$ cat src/rtl/fp_nan_pkg.sv
package fp_nan_pkg;

  typedef enum logic {
    FMT_SP = 1'b0,
    FMT_DP = 1'b1
  } fp_fmt_e;

  function automatic int unsigned fmt_exp_w(fp_fmt_e f);
    return (f == FMT_DP) ? 11 : 8;
  endfunction

  function automatic int unsigned fmt_frac_w(fp_fmt_e f);
    return (f == FMT_DP) ? 52 : 23;
  endfunction

  // Operand slot order doubles as priority order: slot 0 is the first operand.
  localparam int unsigned NUM_OPND = 2;

endpackage

$ cat src/rtl/nan_classify.sv
module nan_classify #(
  parameter int unsigned EXP_W  = 8,
  parameter int unsigned FRAC_W = 23,
  localparam int unsigned W     = 1 + EXP_W + FRAC_W
) (
  input  logic [W-1:0] word_i,
  output logic         is_nan_o,
  output logic         is_sig_o,
  output logic [W-1:0] quiet_o
);

  localparam logic [W-1:0] QMASK = {1'b0, {EXP_W{1'b1}}, 1'b1, {(FRAC_W-1){1'b0}}};

  logic [EXP_W-1:0]  exp_f;
  logic [FRAC_W-1:0] frac_f;
  logic              exp_ones;
  logic              frac_nz;

  assign exp_f    = word_i[FRAC_W +: EXP_W];
  assign frac_f   = word_i[FRAC_W-1:0];
  assign exp_ones = &exp_f;
  assign frac_nz  = |frac_f;

  always_comb begin
    is_nan_o = exp_ones && frac_nz;
    is_sig_o = is_nan_o && ((word_i & QMASK) != QMASK);
    quiet_o  = word_i | QMASK;
  end

endmodule

$ cat src/rtl/nan_pick.sv
module nan_pick #(
  parameter int unsigned EXP_W  = 8,
  parameter int unsigned FRAC_W = 23,
  localparam int unsigned W     = 1 + EXP_W + FRAC_W
) (
  input  logic [1:0]        is_nan_i,
  input  logic [1:0]        is_sig_i,
  input  logic [1:0][W-1:0] raw_i,
  input  logic [1:0][W-1:0] quiet_i,
  input  logic              dflt_i,
  output logic [W-1:0]      res_o,
  output logic              done_o,
  output logic              inv_o
);

  localparam logic [W-1:0] CANON = {1'b0, {EXP_W{1'b1}}, 1'b1, {(FRAC_W-1){1'b0}}};

  always_comb begin
    done_o = |is_nan_i;
    inv_o  = |is_sig_i;
    res_o  = '0;
    if (done_o) begin
      if (dflt_i)           res_o = CANON;
      else if (is_sig_i[0]) res_o = quiet_i[0];
      else if (is_sig_i[1]) res_o = quiet_i[1];
      else if (is_nan_i[0]) res_o = raw_i[0];
      else                  res_o = raw_i[1];
    end
  end

endmodule

$ cat src/rtl/nan_prop_sel.sv
module nan_prop_sel
  import fp_nan_pkg::*;
#(
  parameter fp_fmt_e FMT        = FMT_SP,
  localparam int unsigned EXP_W  = fmt_exp_w(FMT),
  localparam int unsigned FRAC_W = fmt_frac_w(FMT),
  localparam int unsigned W      = 1 + EXP_W + FRAC_W
) (
  input  logic [W-1:0] opnd_a,
  input  logic [W-1:0] opnd_b,
  input  logic         dflt_nan_en,
  output logic [W-1:0] nan_out,
  output logic         bypass_done,
  output logic         invalid_op
);

  logic [NUM_OPND-1:0]        nan_v;
  logic [NUM_OPND-1:0]        sig_v;
  logic [NUM_OPND-1:0][W-1:0] raw_v;
  logic [NUM_OPND-1:0][W-1:0] qui_v;

  assign raw_v[0] = opnd_a;
  assign raw_v[1] = opnd_b;

  for (genvar g = 0; g < NUM_OPND; g++) begin : g_cls
    nan_classify #(.EXP_W(EXP_W), .FRAC_W(FRAC_W)) u_cls (
      .word_i   (raw_v[g]),
      .is_nan_o (nan_v[g]),
      .is_sig_o (sig_v[g]),
      .quiet_o  (qui_v[g])
    );
  end

  nan_pick #(.EXP_W(EXP_W), .FRAC_W(FRAC_W)) u_pick (
    .is_nan_i (nan_v),
    .is_sig_i (sig_v),
    .raw_i    (raw_v),
    .quiet_i  (qui_v),
    .dflt_i   (dflt_nan_en),
    .res_o    (nan_out),
    .done_o   (bypass_done),
    .inv_o    (invalid_op)
  );

endmodule

$ cat config.mk
export PLATFORM = sky130hd
export DESIGN_NAME = nan_prop_sel
export DESIGN_NICKNAME = d
export VERILOG_FILES = /design/src/rtl/fp_nan_pkg.sv /design/src/rtl/nan_classify.sv /design/src/rtl/nan_pick.sv /design/src/rtl/nan_prop_sel.sv
export SDC_FILE = /design/constraint.sdc
export NUM_CORES = 1
export LEC_CHECK = 0
export ABC_AREA = 1
export BUFFER_PORTS_ARGS = -buffer_cell sky130_fd_sc_hd__buf_2
export CAP_MARGIN = 10
export CORE_UTILIZATION = 36
export DETAILED_ROUTE_END_ITERATION = 8
export PLACE_DENSITY = 0.84
export SLEW_MARGIN = 25
export SYNTH_ARGS = -nofsm -noshare
export SYNTH_HDL_FRONTEND = slang
export SYNTH_SLANG_ARGS = --single-unit
$ cat constraint.sdc
create_clock -name vclk -period 1.91
set_clock_uncertainty 0.2 [all_clocks]
set_input_delay 0.382 -clock vclk [all_inputs]
set_output_delay 0.382 -clock vclk [all_outputs]
set_load 0.05 [all_outputs]
==> results of run 1 <==
-- logic make-up after synthesis --
logic type | after synthesis | share of synthesized area (%)
AOI/OAI and AO/OA | 2 | 2.525
buffers and inverters | 35 | 19.07
and+or+nand+nor | 161 | 78.40
-- what timing repair did --
action / CTS
hold endpoints to repair: 0
cloned: 1
gates resized for setup: 90
hold buffers: 0
pin swaps: 3
endpoints found under the setup margin: 34
-- through the flow --
step	std cells	hold WS (ps)	utilization [%]	worst slack [ps]	area (sq um)
floorplan	198	766.3	-	-126.2	1129
global placement	334	972.0	75.26	-450.3	1713
detailed placement	334	969.5	75.26	-462.7	1713
CTS	335	925.2	87.74	-320.9	1997
==> impl_metrics.toml, run 1 <==
[yosys]
synth.most_common_cell = "nor2_1"
synthCells = 198
yosysUniqueCellTypes = 18
yosys.area.top_type = "nor2_1"
synth_nets = 263
ys_warn_count = 0
ys_seq_area_share_pct = 0
synth_area_leaders = "nor2_1 31%, nand2_1 27%, inv_1 11%"
yosysTopAreaCellShare_pct = 31.14
avgSynthCellArea_sq_um = 4.506
synth_top_cells_by_count = "74 x nor2_1, 63 x nand2_1, 25 x inv_1"
synth_area_sq_um = 892.1

[die]
die_h_um = 51.78
rows = 17
die_x_um = 51.78
ios = 99
start_util_pct = 39.20

[run_status]
stop_stage = "global routing"
firstError = "[ERROR DPL-0038] Utilization greater than 100%, impossible to legalize"
outcome = "aborted with a tool error"

[sta]
crit_endpoint = "nan_out[15]"
endpoint_type = "top-level output"

[place]
gp_congestion = 0.8393
hpwl_um = 2506
io_buffers = 99

[clock_tree]
cts_setup_buffers = 0

[global_route]
grt_max_degree = 24
==> run 2, diff against run 1 <==
CORE_AREA = 2 2 63 65   (was unset)
CORE_UTILIZATION = unset   (was 36)
DIE_AREA = 0 0 65 67   (was unset)
PLACE_DENSITY = unset   (was 0.84)
PLACE_DENSITY_LB_ADDON = 0.15   (was unset)
==> run 2 against run 1 <==
Compared with the run above: the flow now finishes, with violations (negative setup slack); synthesized cell count is the same; synthesized area is the same.
==> impl_metrics.toml, run 2 <==
[hold_path]
min_to = "nan_out[31]"
min_from = "opnd_a[31]"
worstHoldPathType = "in2out"
hold_path_depth = 4

[sta]
maxSlewHeadroom_pct = 85.12
fin_crit_ps = 2263
fmax_mhz = 441.9
finalSetupViolCount = 34
fin_hold_ws_ps = 926.9
maxSlewViolCount = 0
rsz0062_at_grt = "true"
hold_violations = 0
worst_slew_pin_slew_ps = 222.0
post-route-period-util_pct = 118.5
fin_ws_ps = -353.0

[detailed_routing]
routed_wl_um = 3276
dr.pass1.iters = 4
vias = 1491
drc_errors = 0
drtIter0Drc = 35
wl_per_cell_um = 9.176
vias_per_cell = 4.176
ant_nets = 0

[yosys]
synth_area_leaders = "nor2_1 31%, nand2_1 27%, inv_1 11%"
synth_nets = 263
ys_warn_count = 0
yosys.area.top_type = "nor2_1"
synth_area_sq_um = 892.1
yosysUniqueCellTypes = 18
synth_top_cells_by_count = "74 x nor2_1, 63 x nand2_1, 25 x inv_1"
ys_seq_area_share_pct = 0
synthCells = 198
yosysTopAreaCellShare_pct = 31.14
synth.most_common_cell = "nor2_1"
avgSynthCellArea_sq_um = 4.506

[worst_setup_path]
required_ps = 1330
critPathArrivalTime_ps = 1680
crit_path_max_fanout = 12
crit_type = "in2out"
start_kind = "input pin"
cp-end-kind = "primary output"

[run_status]
violations = "negative setup slack"
outcome = "finished with violations"

[finish]
n_fill_cell = 368
n_clock_buffer = 0
layout_commonest_cell = "buf_2"
fin_nets = 376
seq_cells = 0
fin_cells = 357
final_cell_mix = "65 x buf_2, 43 x nand2_2, 36 x nor2_1"
diodes = 0
register_area_sq_um = 0
synthToLayoutAreaGrowth_pct = 135.9
drive_above_1_share_pct = 69.58

[pwr]
p_leak_nw = 1.143
p_per_area_nw_per_um2 = 86.40
vdd_ir_drop_max_mv = 0.04320

[place]
dp.cells = 357
io_buffers = 99
hpwl_um = 2749
gp_congestion = 0.7126

[clock_tree]
cts_setup_buffers = 0
postCtsHoldBufs = 0

[global_route]
grt_pass1_wl_um = 5478
overflow = 0
first_global_vias = 1375
grtUsageTotal_pct = 15.06
grt_max_degree = 17
antenna_found_initial = 0

[die]
start_util_pct = 24.74
ios = 99
coreArea_sq_um = 3606
fp.dieArea_sq_um = 4355
rows = 22
die_x_um = 65
die_h_um = 67

[flow_run]
maxCapViolCount = 0
[run 2: area by class of cell]
class,instances,area [sq um],share of cell area (%)
tap,48,60.06,2.854
timing repair buffer,119,889.6,42.27
inverter,27,101.3,4.816
multi-input combinational,163,1054,50.06
[run 2: routing by layer]
layer	vias to the layer above	share of wire (%)	GRT usage, %
met5	-	0	0
met4	0	0	0.5319
met3	0	7.4	1.351
met2	53	53	28.09
met1	641	40	19.60
li1	797	-	-
[run 2: timing repair]
action	4_1_cts	5_1_grt
setup endpoints to repair	34	34
gates resized for setup	90	14
pin swaps	2	0
gates cloned	0	0
[run 2: worst max-delay path, stage by stage]
cell and delay, ps:
buf_2 100, nor2_1 50, nand2_1 90, nor2_2 50, nand3_1 90, nand2_2 60
buf_4 140, a21oi_4 180, buf_12 180, nand2_2 80, nor2_4 110, buf_6 160
[run 2: logic make-up after synthesis]
logic type / synth area share, %
simple gates: 78.40
buf+inv: 19.07
compound gates: 2.525
[run 2: stage by stage]
stage | instance area, sq um | TNS (ps) | utilization, % | setup WS (ps) | total power, W
6_report | 2105 | -10020 | 58.36 | -353.0 | 0.0001818
3_3_place_gp | 1798 | -14680 | 49.86 | -472.7 | 0.0001667
3_5_place_dp | 1798 | -14830 | 49.86 | -491.0 | 0.0001675
4_1_cts | 2064 | -10210 | 57.25 | -338.2 | 0.0001781
2_1_floorplan | 1129 | -3091 | - | -126.2 | 0.00006371
5_1_grt | 2105 | -12480 | 58.36 | -418.9 | 0.0002034
[run 2: how the worst max path moves through the flow]
stage                          start          end  slack, ps  cells after the start
final                     opnd_a[10]   nan_out[0]       -350                     12
after global routing      opnd_b[18]  nan_out[15]       -420                     12
after CTS                 opnd_b[14]  nan_out[15]       -340                     12
after detailed placement   opnd_b[8]   nan_out[0]       -490                     12
after global placement     opnd_b[8]   nan_out[1]       -470                     12
after floorplan           opnd_b[14]  nan_out[12]       -130                     10
[run 2: power breakdown]
| part | internal (W) | leakage (nW) | switching [W] |
|---|---|---|---|
| Sequential | 0 | 0 | 0 |
| Clock | 0 | 0 | 0 |
| Combinational | 0.0000915 | 1.14 | 0.0000903 |
Note: power is estimated with default switching activity, not from simulation.
